===== config.mk =====
export PLATFORM = sky130hd
export DESIGN_NAME = msg_seg_sequencer
export DESIGN_NICKNAME = d
export VERILOG_FILES = /design/src/rtl/mseq_pkg.sv /design/src/rtl/mseq_cmd_capture.sv /design/src/rtl/mseq_flag_store.sv /design/src/rtl/mseq_eom_pulse.sv /design/src/rtl/mseq_ctrl.sv /design/src/rtl/msg_seg_sequencer.sv
export SDC_FILE = /design/constraint.sdc
export NUM_CORES = 1
export LEC_CHECK = 0
export BUFFER_PORTS_ARGS = -buffer_cell sky130_fd_sc_hd__buf_4
export CORE_MARGIN = 3
export CORE_UTILIZATION = 63
export DETAILED_ROUTE_END_ITERATION = 10
export PLACE_DENSITY = 0.8
export SYNTH_ARGS = -nofsm -noshare
export SYNTH_HDL_FRONTEND = slang
export SYNTH_SLANG_ARGS = --single-unit

===== constraint.sdc =====
create_clock -name clk -period 3.7 [get_ports clk]
set_clock_uncertainty 0.05 [all_clocks]
set_input_delay 0.185 -clock clk [delete_from_list [all_inputs] [get_ports clk]]
set_output_delay 0.185 -clock clk [all_outputs]
set_load 0.01 [all_outputs]

===== src/rtl/mseq_pkg.sv =====
package mseq_pkg;

  typedef enum logic [2:0] {
    ST_IDLE = 3'd0,
    ST_REC  = 3'd1,
    ST_PLAY = 3'd2,
    ST_CUE  = 3'd3,
    ST_OVF  = 3'd4
  } seq_state_t;

  typedef struct packed {
    logic level;
    logic consec;
    logic loop;
    logic cascade;
    logic cue;
  } mode_opts_t;

endpackage


===== src/rtl/mseq_cmd_capture.sv =====
module mseq_cmd_capture
  import mseq_pkg::*;
#(
  parameter int ADDR_W = 8,
  parameter int NSEG   = 160
) (
  input  logic              clk,
  input  logic              rst_n,
  input  logic              cs_n_i,
  input  logic              play_sel_i,
  input  logic [ADDR_W-1:0] addr_i,
  output logic              start_o,
  output logic              dir_play_o,
  output logic              is_mode_o,
  output mode_opts_t        mode_o,
  output logic [ADDR_W-1:0] start_seg_o
);

  logic cs_q;
  logic cs_fall;
  logic in_range;

  always_ff @(posedge clk or negedge rst_n) begin
    if (!rst_n) cs_q <= 1'b1;
    else        cs_q <= cs_n_i;
  end

  assign cs_fall   = cs_q & ~cs_n_i;
  assign is_mode_o = addr_i[ADDR_W-1] & addr_i[ADDR_W-2];
  assign in_range  = {1'b0, addr_i} < (ADDR_W+1)'(NSEG);

  always_comb begin
    mode_o.cue     = addr_i[0];
    mode_o.cascade = addr_i[2];
    mode_o.loop    = addr_i[3];
    mode_o.consec  = addr_i[4];
    mode_o.level   = addr_i[5];
  end

  assign start_seg_o = addr_i;
  assign dir_play_o  = play_sel_i;
  assign start_o     = cs_fall & (is_mode_o | in_range);

  // two starts never come in adjacent cycles: an edge needs select high first
  p_single_edge_r2: assert property (@(posedge clk) disable iff (!rst_n)
    start_o |=> !start_o);

endmodule


===== src/rtl/mseq_flag_store.sv =====
module mseq_flag_store #(
  parameter int NSEG  = 160,
  parameter int IDX_W = 8
) (
  input  logic             clk,
  input  logic             rst_n,
  input  logic             set_en_i,
  input  logic             clr_en_i,
  input  logic [IDX_W-1:0] wr_idx_i,
  input  logic [IDX_W-1:0] rd_idx_i,
  output logic             rd_o
);

  logic [NSEG-1:0] flag_q;
  logic [NSEG-1:0] flag_d;

  for (genvar g = 0; g < NSEG; g++) begin : g_mark
    logic hit;
    assign hit       = (wr_idx_i == IDX_W'(g));
    assign flag_d[g] = (hit && set_en_i) ? 1'b1 :
                       (hit && clr_en_i) ? 1'b0 : flag_q[g];
  end

  always_ff @(posedge clk or negedge rst_n) begin
    if (!rst_n) flag_q <= '0;
    else        flag_q <= flag_d;
  end

  assign rd_o = ({1'b0, rd_idx_i} < (IDX_W+1)'(NSEG)) ? flag_q[rd_idx_i] : 1'b0;

  // a marker written at the end of a record is readable the next cycle
  p_mark_visible_r4: assert property (@(posedge clk) disable iff (!rst_n)
    (set_en_i && ({1'b0, wr_idx_i} < (IDX_W+1)'(NSEG))) |=> flag_q[$past(wr_idx_i)]);

  // a cleared marker is gone the next cycle
  p_mark_cleared_r14: assert property (@(posedge clk) disable iff (!rst_n)
    (clr_en_i && !set_en_i && ({1'b0, wr_idx_i} < (IDX_W+1)'(NSEG))) |=> !flag_q[$past(wr_idx_i)]);

endmodule


===== src/rtl/mseq_eom_pulse.sv =====
module mseq_eom_pulse #(
  parameter int PULSE_CYC = 4
) (
  input  logic clk,
  input  logic rst_n,
  input  logic load_i,
  input  logic hold_i,
  output logic eom_n_o
);

  localparam int CNT_W = $clog2(PULSE_CYC + 1);

  logic [CNT_W-1:0] cnt_q;
  logic [CNT_W-1:0] cnt_d;
  logic             cnt_en;

  assign cnt_en = load_i | (cnt_q != '0);

  always_comb begin
    cnt_d = cnt_q;
    if (load_i)             cnt_d = CNT_W'(PULSE_CYC);
    else if (cnt_q != '0)   cnt_d = cnt_q - 1'b1;
  end

  always_ff @(posedge clk or negedge rst_n) begin
    if (!rst_n)      cnt_q <= '0;
    else if (cnt_en) cnt_q <= cnt_d;
  end

  assign eom_n_o = ~((cnt_q != '0) | hold_i);

  p_pulse_starts_r4: assert property (@(posedge clk) disable iff (!rst_n)
    load_i |=> !eom_n_o);

endmodule


===== src/rtl/mseq_ctrl.sv =====
module mseq_ctrl
  import mseq_pkg::*;
#(
  parameter int NSEG  = 160,
  parameter int IDX_W = 8
) (
  input  logic             clk,
  input  logic             rst_n,
  input  logic             pwr_down_i,
  input  logic             cs_n_i,
  input  logic             seg_tick_i,
  input  logic             start_i,
  input  logic             dir_play_i,
  input  logic             is_mode_i,
  input  mode_opts_t       mode_i,
  input  logic [IDX_W-1:0] start_seg_i,
  input  logic             flag_rd_i,
  output logic             flag_set_o,
  output logic             flag_clr_o,
  output logic [IDX_W-1:0] flag_wr_idx_o,
  output logic [IDX_W-1:0] ptr_o,
  output seq_state_t       state_o,
  output logic             pulse_load_o
);

  localparam logic [IDX_W-1:0] LAST = IDX_W'(NSEG - 1);

  seq_state_t       state_q, state_d;
  logic [IDX_W-1:0] ptr_q, ptr_d;
  logic [IDX_W-1:0] op_start_q, op_start_d;
  logic [IDX_W-1:0] cons_q, cons_d;
  logic             last_dir_q, last_dir_d;
  logic             dir_vld_q, dir_vld_d;
  mode_opts_t       mode_q, mode_d;

  logic [IDX_W-1:0] base;
  logic [IDX_W-1:0] ptr_inc;
  logic [IDX_W-1:0] after_end;

  assign ptr_inc   = ptr_q + 1'b1;
  assign after_end = (ptr_q == LAST) ? '0 : ptr_inc;

  always_comb begin
    if (!is_mode_i)
      base = start_seg_i;
    else if (mode_i.consec)
      base = (dir_vld_q && (last_dir_q != dir_play_i)) ? '0 : cons_q;
    else
      base = '0;
  end

  always_comb begin
    state_d       = state_q;
    ptr_d         = ptr_q;
    op_start_d    = op_start_q;
    cons_d        = cons_q;
    last_dir_d    = last_dir_q;
    dir_vld_d     = dir_vld_q;
    mode_d        = mode_q;
    flag_set_o    = 1'b0;
    flag_clr_o    = 1'b0;
    flag_wr_idx_o = ptr_q;
    pulse_load_o  = 1'b0;

    if (pwr_down_i) begin
      state_d    = ST_IDLE;
      ptr_d      = '0;
      op_start_d = '0;
      cons_d     = '0;
      dir_vld_d  = 1'b0;
      mode_d     = '0;
    end else begin
      unique case (state_q)
        ST_IDLE: begin
          if (start_i) begin
            ptr_d      = base;
            op_start_d = base;
            last_dir_d = dir_play_i;
            dir_vld_d  = 1'b1;
            mode_d     = is_mode_i ? mode_i : '0;
            if (is_mode_i && mode_i.consec) cons_d = base;
            if (!dir_play_i) begin
              state_d       = ST_REC;
              flag_clr_o    = 1'b1;
              flag_wr_idx_o = base;
            end else if (is_mode_i && mode_i.cue) begin
              state_d = ST_CUE;
            end else begin
              state_d = ST_PLAY;
            end
          end
        end
        ST_REC: begin
          if (cs_n_i) begin
            flag_set_o   = 1'b1;
            pulse_load_o = 1'b1;
            state_d      = ST_IDLE;
            if (mode_q.consec) cons_d = after_end;
          end else if (seg_tick_i) begin
            if (ptr_q == LAST) begin
              state_d = ST_OVF;
            end else begin
              ptr_d         = ptr_inc;
              flag_clr_o    = 1'b1;
              flag_wr_idx_o = ptr_inc;
            end
          end
        end
        ST_PLAY: begin
          if (mode_q.level && cs_n_i) begin
            state_d = ST_IDLE;
          end else if (seg_tick_i) begin
            if (flag_rd_i) begin
              pulse_load_o = ~mode_q.cascade;
              if (mode_q.loop) begin
                ptr_d = op_start_q;
              end else begin
                state_d = ST_IDLE;
                if (mode_q.consec) cons_d = after_end;
              end
            end else if (ptr_q == LAST) begin
              state_d = ST_OVF;
            end else begin
              ptr_d = ptr_inc;
            end
          end
        end
        ST_CUE: begin
          if (seg_tick_i) begin
            if (flag_rd_i) begin
              state_d = ST_IDLE;
              if (mode_q.consec) cons_d = after_end;
            end else if (ptr_q == LAST) begin
              state_d = ST_OVF;
            end else begin
              ptr_d = ptr_inc;
            end
          end
        end
        ST_OVF: ;
        default: state_d = ST_IDLE;
      endcase
    end
  end

  always_ff @(posedge clk or negedge rst_n) begin
    if (!rst_n) begin
      state_q    <= ST_IDLE;
      ptr_q      <= '0;
      op_start_q <= '0;
      cons_q     <= '0;
      last_dir_q <= 1'b0;
      dir_vld_q  <= 1'b0;
      mode_q     <= '0;
    end else begin
      state_q    <= state_d;
      ptr_q      <= ptr_d;
      op_start_q <= op_start_d;
      cons_q     <= cons_d;
      last_dir_q <= last_dir_d;
      dir_vld_q  <= dir_vld_d;
      mode_q     <= mode_d;
    end
  end

  assign ptr_o   = ptr_q;
  assign state_o = state_q;

  p_ptr_range_r2: assert property (@(posedge clk) disable iff (!rst_n)
    {1'b0, ptr_q} < (IDX_W+1)'(NSEG));

  p_rec_step_r4: assert property (@(posedge clk) disable iff (!rst_n)
    (state_q == ST_REC && !cs_n_i && seg_tick_i && ptr_q != LAST && !pwr_down_i)
      |=> (ptr_q == $past(ptr_q) + 1'b1));

  p_play_stop_r5: assert property (@(posedge clk) disable iff (!rst_n)
    (state_q == ST_PLAY && seg_tick_i && flag_rd_i && !mode_q.loop && !pwr_down_i)
      |=> (state_q == ST_IDLE));

  p_ovf_lock_r6: assert property (@(posedge clk) disable iff (!rst_n)
    (state_q == ST_OVF && !pwr_down_i) |=> (state_q == ST_OVF));

  p_pwr_down_r1: assert property (@(posedge clk) disable iff (!rst_n)
    pwr_down_i |=> (state_q == ST_IDLE && ptr_q == '0));

endmodule


===== src/rtl/msg_seg_sequencer.sv =====
module msg_seg_sequencer
  import mseq_pkg::*;
#(
  parameter int NSEG          = 160,
  parameter int ADDR_W        = 8,
  parameter int EOM_PULSE_CYC = 4
) (
  input  logic              clk,
  input  logic              rst_n,
  input  logic              pwr_down_i,
  input  logic              cs_n_i,
  input  logic              play_sel_i,
  input  logic [ADDR_W-1:0] addr_i,
  input  logic              seg_tick_i,
  output logic              eom_n_o,
  output logic              aux_sel_o,
  output logic              spk_en_o,
  output logic              rec_active_o,
  output logic              play_active_o,
  output logic [ADDR_W-1:0] seg_ptr_o
);

  localparam int IDX_W = ADDR_W;

  logic             start;
  logic             dir_play;
  logic             is_mode;
  mode_opts_t       mode;
  logic [IDX_W-1:0] start_seg;
  logic             flag_rd;
  logic             flag_set;
  logic             flag_clr;
  logic [IDX_W-1:0] flag_wr_idx;
  logic [IDX_W-1:0] ptr;
  seq_state_t       state;
  logic             pulse_load;
  logic             ovf;

  mseq_cmd_capture #(.ADDR_W(ADDR_W), .NSEG(NSEG)) u_cap (
    .clk         (clk),
    .rst_n       (rst_n),
    .cs_n_i      (cs_n_i),
    .play_sel_i  (play_sel_i),
    .addr_i      (addr_i),
    .start_o     (start),
    .dir_play_o  (dir_play),
    .is_mode_o   (is_mode),
    .mode_o      (mode),
    .start_seg_o (start_seg)
  );

  mseq_ctrl #(.NSEG(NSEG), .IDX_W(IDX_W)) u_ctrl (
    .clk           (clk),
    .rst_n         (rst_n),
    .pwr_down_i    (pwr_down_i),
    .cs_n_i        (cs_n_i),
    .seg_tick_i    (seg_tick_i),
    .start_i       (start),
    .dir_play_i    (dir_play),
    .is_mode_i     (is_mode),
    .mode_i        (mode),
    .start_seg_i   (start_seg),
    .flag_rd_i     (flag_rd),
    .flag_set_o    (flag_set),
    .flag_clr_o    (flag_clr),
    .flag_wr_idx_o (flag_wr_idx),
    .ptr_o         (ptr),
    .state_o       (state),
    .pulse_load_o  (pulse_load)
  );

  mseq_flag_store #(.NSEG(NSEG), .IDX_W(IDX_W)) u_flags (
    .clk      (clk),
    .rst_n    (rst_n),
    .set_en_i (flag_set),
    .clr_en_i (flag_clr),
    .wr_idx_i (flag_wr_idx),
    .rd_idx_i (ptr),
    .rd_o     (flag_rd)
  );

  assign ovf = (state == ST_OVF);

  mseq_eom_pulse #(.PULSE_CYC(EOM_PULSE_CYC)) u_eom (
    .clk     (clk),
    .rst_n   (rst_n),
    .load_i  (pulse_load),
    .hold_i  (ovf),
    .eom_n_o (eom_n_o)
  );

  assign seg_ptr_o     = ptr;
  assign rec_active_o  = (state == ST_REC);
  assign play_active_o = (state == ST_PLAY) || (state == ST_CUE);
  assign spk_en_o      = (state == ST_PLAY);
  assign aux_sel_o     = (cs_n_i && state == ST_IDLE) || ovf;

  // overflow keeps the end-of-message line low until power-down
  p_ovf_eom_low_r6: assert property (@(posedge clk) disable iff (!rst_n)
    (ovf && !pwr_down_i) |=> !eom_n_o);

endmodule


* Word-level counts from Yosys, hierarchy flattened
Index checks and enable logic that the tools add are counted.
Cells by class: add/sub/neg operators 2, order comparisons 3, equal/unequal tests 180, mux-type cells 395, bitwise logic cells 10, reduce and logical (&&, ||, !) cells 500
Operator list (count):
- equality test 8 x 7 -> 1 bit (second input constant) | 64
- two-way mux 1 bit | 339
- nonzero test 2 bit | 163
- logical AND 1 bit | 325
- equality test 8 bit (second input constant) | 33
- equality test 8 x 6 -> 1 bit (second input constant) | 32
- two-way mux 8 bit | 31
- equality test 8 x 5 -> 1 bit (second input constant) | 16
- equality test 8 x 4 -> 1 bit (second input constant) | 8
- one-hot mux 8 bit (4 select lines) | 2
- two-way mux 3 bit | 14
- equality test 8 x 3 -> 1 bit (second input constant) | 4
- != test 3 bit (second input constant) | 8
- two-way mux 5 bit | 4
- equality test 8 x 2 -> 1 bit (second input constant) | 2
- less-than comparator 8 bit (second input constant) | 2
- one-hot mux 8 bit (2 select lines) | 1
- one-hot mux 3 bit (5 select lines) | 1
- AND reduction 10 bit | 1
- less-than comparator 8 x 9 -> 1 bit (second input constant) | 1
- adder 8 x 1 -> 8 bit (second input constant) | 1
- binary-select mux 1 bit (select 8 bit) | 1
- equality test 8 x 1 -> 1 bit (second input constant) | 1
- logical NOT 8 bit | 1
- other kinds (22) | 35
Storage, ports and cells: register bits 197, input bits 14, output and inout port bits 13, logic and storage cells 1262

* Logic depth before layout (Yosys ltp)
depth in word-level cells 13, gate-level depth with buffers 14, depth with buffers taken out 12

* By module
Synthesis repeated with hierarchy kept, for this count alone.
Second synthesis, totals: cells, all modules 1108, area, all modules 10669.0 um^2
By module, submodules not included:
- mseq_flag_store | instances 1, cells an instance 732, area an instance 7567.3 um^2, seq. area each 4003.8 um^2
- mseq_ctrl | instances 1, cells an instance 334, area an instance 2711.4 um^2, seq. area each 825.8 um^2
- mseq_eom_pulse | instances 1, cells an instance 17, area an instance 183.9 um^2, seq. area each 75.1 um^2
- mseq_cmd_capture | instances 1, cells an instance 19, area an instance 161.4 um^2, seq. area each 26.3 um^2
- msg_seg_sequencer | instances 1, cells an instance 6, area an instance 45.0 um^2, seq. area each 0.0 um^2

* Worst setup path before layout
No wires, ideal clock.
path kind register to register, start point register u_ctrl.ptr_q[1], in the netlist u_ctrl.ptr_o[1], end point register u_flags.flag_q[24], library setup time 135 ps, arrival 3302 ps, required time 3515 ps, path slack 214 ps, stages on the path, launching flop included 15, buffers on the path 2, clock period less this slack 3486 ps, cell sequence dfrtp_1 -> ha_1 -> clkbuf_1 -> nand4_1 -> nor2_2 -> clkinv_1 -> ha_1 -> nand2_1 -> o211ai_1 -> o21ai_0 -> a22o_1 -> or4_1 -> clkbuf_1 -> o21ai_0 -> o21ai_0
Between the ends: word-level cells in the longest chain between the ends 9, elaborated cells between the ends (all ways) 19, those cells by class add/sub (1); eq/ne (2); mux (13); reduce/logical (3)
RTL lines:
- start, declared | line mseq_ctrl.sv:29 | logic [IDX_W-1:0] ptr_q, ptr_d;
- start signal, assigned | line mseq_ctrl.sv:157 | ptr_q <= ptr_d;
- adder 8 x 1 -> 8 bit / equality test 8 bit (equally long branches) | line mseq_ctrl.sv:40, mseq_ctrl.sv:100
- two-way mux 8 bit (3 in series)
- one-hot mux 8 bit (2 select lines) | line mseq_ctrl.sv:73 | unique case (state_q)
- two-way mux 8 bit | line mseq_ctrl.sv:65 | if (pwr_down_i) begin
- equality test 8 x 5 -> 1 bit | line mseq_flag_store.sv:19 | assign hit = (wr_idx_i == IDX_W'(g));
- logical AND 1 bit, on equally long branches | line mseq_flag_store.sv:20, mseq_flag_store.sv:21
- two-way mux 1 bit / nonzero test 2 bit (equally long branches)
- end signal, assigned | line mseq_flag_store.sv:26 | else flag_q <= flag_d;
- end, declared | line mseq_flag_store.sv:14 | logic [NSEG-1:0] flag_q;
Parallel ways exist; a longest one is shown, timed or not. A chain may end at the register's enable or synchronous reset.

* Worst setup path in the final report
start point register u_ctrl.ptr_q[1], in the netlist u_ctrl.ptr_o[1], end point register u_ctrl.ptr_q[7], in the netlist u_ctrl.ptr_o[7]
Between the ends: word-level cells in the longest chain between the ends 8, elaborated cells between the ends (all ways) 19, those cells by class add/sub (1); order compare (1); eq/ne (3); mux (13); reduce/logical (1)
RTL lines:
- binary-select mux 1 bit (select 8 bit) | line mseq_flag_store.sv:29 | assign rd_o = ({1'b0, rd_idx_i} < (IDX_W+1)'(NSEG)) ? flag_q[rd_idx_i] : 1'b0;
- two-way mux 1 bit (implied by the code) | line mseq_flag_store.sv:29
- two-way mux 1 bit | line mseq_flag_store.sv:29
- two-way mux 8 bit | line mseq_ctrl.sv:113 | if (flag_rd_i) begin
- two-way mux 8 bit | line mseq_ctrl.sv:112 | end else if (seg_tick_i) begin
- two-way mux 8 bit | line mseq_ctrl.sv:110 | if (mode_q.level && cs_n_i) begin
- one-hot mux 8 bit (4 select lines) | line mseq_ctrl.sv:73
- two-way mux 8 bit | line mseq_ctrl.sv:65
Parallel ways exist; a longest one is shown, timed or not. The select of a mux whose other input is x is not followed.

==> metrics.txt <==
H-tree level count 4; mean area per synthesized cell 9.78 µm²; via count 9737; Final nets 1153; Slew Viols, Final 0; later-pin clock latency in the skew report 450 ps; worst slew pin tran 1210 ps; Peak VDD IR 0.000477 V; RSZ-0062 raised after global routing false; main combinational cell family by area after synthesis compound AO/OA/AOI/OAI gates; vias per inst 7.14; Starting Density 65.6%; Port Buffers 26; First-pass DRT Iterations 9; final hold violation count 0; Hold Path Class in -> reg; pre-CTS WS 76.8 ps; final WL 33.3 mm; critical path type reg -> reg; ANT nets after route 0; Synth cell types 77; crit-path max FO 16; post-synthesis compound-gate area fraction 26.8%; commonest non-fill, non-tap cell in the layout o21ai_0; CP Capture Type flop; critical path's most frequent cell mux4_2; Post-synth EDFFs 0; HPWL Detailed 21.9 mm; pwr dens 605 mW/mm²; ys async rst share 100%; post-synthesis sequential area ratio 46.3%; Mapped Cells 1090; maxcap violations 0; total gr overflow 0; CTS max path bufs 2; Mapped Area 0.0107 mm²; CTS Buf Count 17; layout cells sized above 1 18.5%; commonest non-fill, non-tap cells in the layout 313 x o21ai_0, 195 x dfrtp_1, 108 x buf_4; Rel. slew slack 18.9%; Worst-path clk slew 70 ps; achievable clock frequency 0.285 GHz; io pins 27; Pleak 5.07 nW; ranking of synthesized cells by area dfrtp_1 46%, o21ai_0 15%, mux4_2 6.3%, mux2i_1 3.3%, clkbuf_1 2.5%; Die ar. 0.0185 mm²; DR DRC count 0; area leader, netlist dfrtp_1; Hold WS 86.5 ps; vias in the first global route 9094; Arr. time, crit path 3760 ps; TritonCTS clock tree done; DR iter-0 viols 1359; Final Setup Violations 0; fin crit period 3510 ps; CORE AREA 0.0162 mm²; # rows 46; CTS Sinks 197; initial antenna violation count 0; syn_nets 1108; CP max-delay cell mux4_2; first-pass GRT wire length 51.6 mm; largest net degree at the start of global routing 118; mux share of post-synthesis cell area 11.1%; Fin Setup TNS 0 ps; Layout area overhead 13.7%; Root Buffer clkbuf_16; xor/xnor cell area share of the yosys netlist 0.411%; post-synthesis adder-cell area fraction 0.470%; Max stage delay on crit path 530 ps; ys flop type dfrtp_1; share of the synthesized area in the top cell type 46.0%; status finished, final reports clean; synth warn 0; drt wl/cell 24.4 µm; ANT cells 0; crit-path cells buf_16, mux4_2, mux4_2, o22ai_2, nor3_2, nor4_4, buf_4, mux2_2, a211oi_1, o41ai_2; Die Y 136 µm; CP required 3950 ps; Startpoint Class flop; Final GP Congestion 1.02; number of synthesized register bits 197; GRT Util Overall 36.5%; Simple-Gate Fraction of Synth Area 10.0%; Setup WS post-layout 192 ps; Die Width 136 µm; post-route clock period utilization 94.8%
-- critical path, delay by kind of cell (launching register included) --
family / cells / cell delay [ps]
flops: 1 / 490
compound gates: 3 / 510
simple gates: 2 / 490
mux: 3 / 1390
buf+inv: 2 / 420
-- repair_timing --
item                                    4_1_cts  5_1_grt
endpoints found under the hold margin       119        0
resized for setup                             0        6
endpoints found under the setup margin        0       93
buffers inserted                              0        6
hold buffers                                  6        0
-- synthesized netlist by cell type, types with 5 or more instances --
library cell and count:
a211oi_1 12, a21oi_1 35, a22o_1 13, a22oi_1 16, a2bb2oi_1 5, a31oi_1 7, and2_1 7, buf_2 9
clkbuf_1 71, dfrtp_1 196, inv_1 16, mux2_2 6, mux2_4 6, mux2i_1 35, mux4_2 30, nand2_1 69
nand3_1 16, nand4_1 18, nand4b_1 5, nor2_1 27, nor2b_1 7, nor3_1 12, o211ai_1 8, o21a_1 6
o21ai_0 314, o21ai_1 32, or3_1 5, or4_1 8, xnor2_1 5
-- metrics by stage --
| stage | area (µm²) | std cells | utilization, % | power [mW] |
|---|---|---|---|---|
| 2_1_floorplan | 10700 | 1090 | - | 4.31 |
| 3_3_place_gp | 11300 | 1319 | 69.8 | 5.22 |
| 3_5_place_dp | 11300 | 1319 | 69.8 | 5.25 |
| 4_1_cts | 12000 | 1357 | 74.0 | 7.20 |
| 5_1_grt | 12100 | 1364 | 74.6 | 7.62 |
| 6_report | 12100 | 1364 | 74.6 | 7.33 |
-- flip-flops by register name, summed over array words and instances (netlist names) --
signal	count
u_flags.flag_q	160
u_ctrl.dir_vld_q	1
u_ctrl.ptr_o	8
u_ctrl.op_start_q	8
u_eom.cnt_q	3
u_cap.cs_q	1
u_ctrl.cons_q	8
u_ctrl.last_dir_q	1
u_ctrl.mode_q	4
u_ctrl.state_o	3
-- cell type report --
type / count / area (µm²)
tap: 216 / 270
sequential: 197 / 4930
fill: 1150 / 4120
inverter: 23 / 86.3
clock inverter: 14 / 181
timing repair buffer: 119 / 977
multi-input combinational: 777 / 5230
clock buffer: 18 / 439
-- routing by layer --
metal  share of wire [%]  GRT usage, %  vias to the layer above
met5                   0             0                        -
met1                  39          50.2                     4740
met4                 4.7          16.1                        0
li1                    -             -                     4174
met3                 9.7          7.85                      147
met2                  46          56.5                      676
-- where the power goes --
group          switching, mW  internal [mW]
registers              0.144           2.33
logic                   1.80           1.11
clock network          0.940          0.996
total                   2.89           4.44
-- logic make-up after synthesis --
group                      Yosys count
AOI/OAI and AO/OA                  491
muxes                               77
xor gates and xnor gates             5
DFF                                197
adders and majority gates            4
buffers and inverters              116
and+or+nand+nor                    200
-- final timing paths --
| path | to | cells past startpoint | slack (ps) | startpoint |
|---|---|---|---|---|
| worst max-delay path | u_ctrl.ptr_o[7] | 10 | 190 | u_ctrl.ptr_o[1] |
| worst min register to register | u_ctrl.op_start_q[1] | 2 | 440 | u_ctrl.op_start_q[1] |
| worst max register to register | u_ctrl.ptr_o[7] | 10 | 190 | u_ctrl.ptr_o[1] |
| max in group asynchronous | u_flags.flag_q[149] | 3 | 2200 | rst_n |
| min in group asynchronous | u_flags.flag_q[24] | 2 | 370 | rst_n |
| worst min-delay path | u_ctrl.last_dir_q | 3 | 90 | play_sel_i |
No activity file was read; power rests on OpenSTA's default activity.
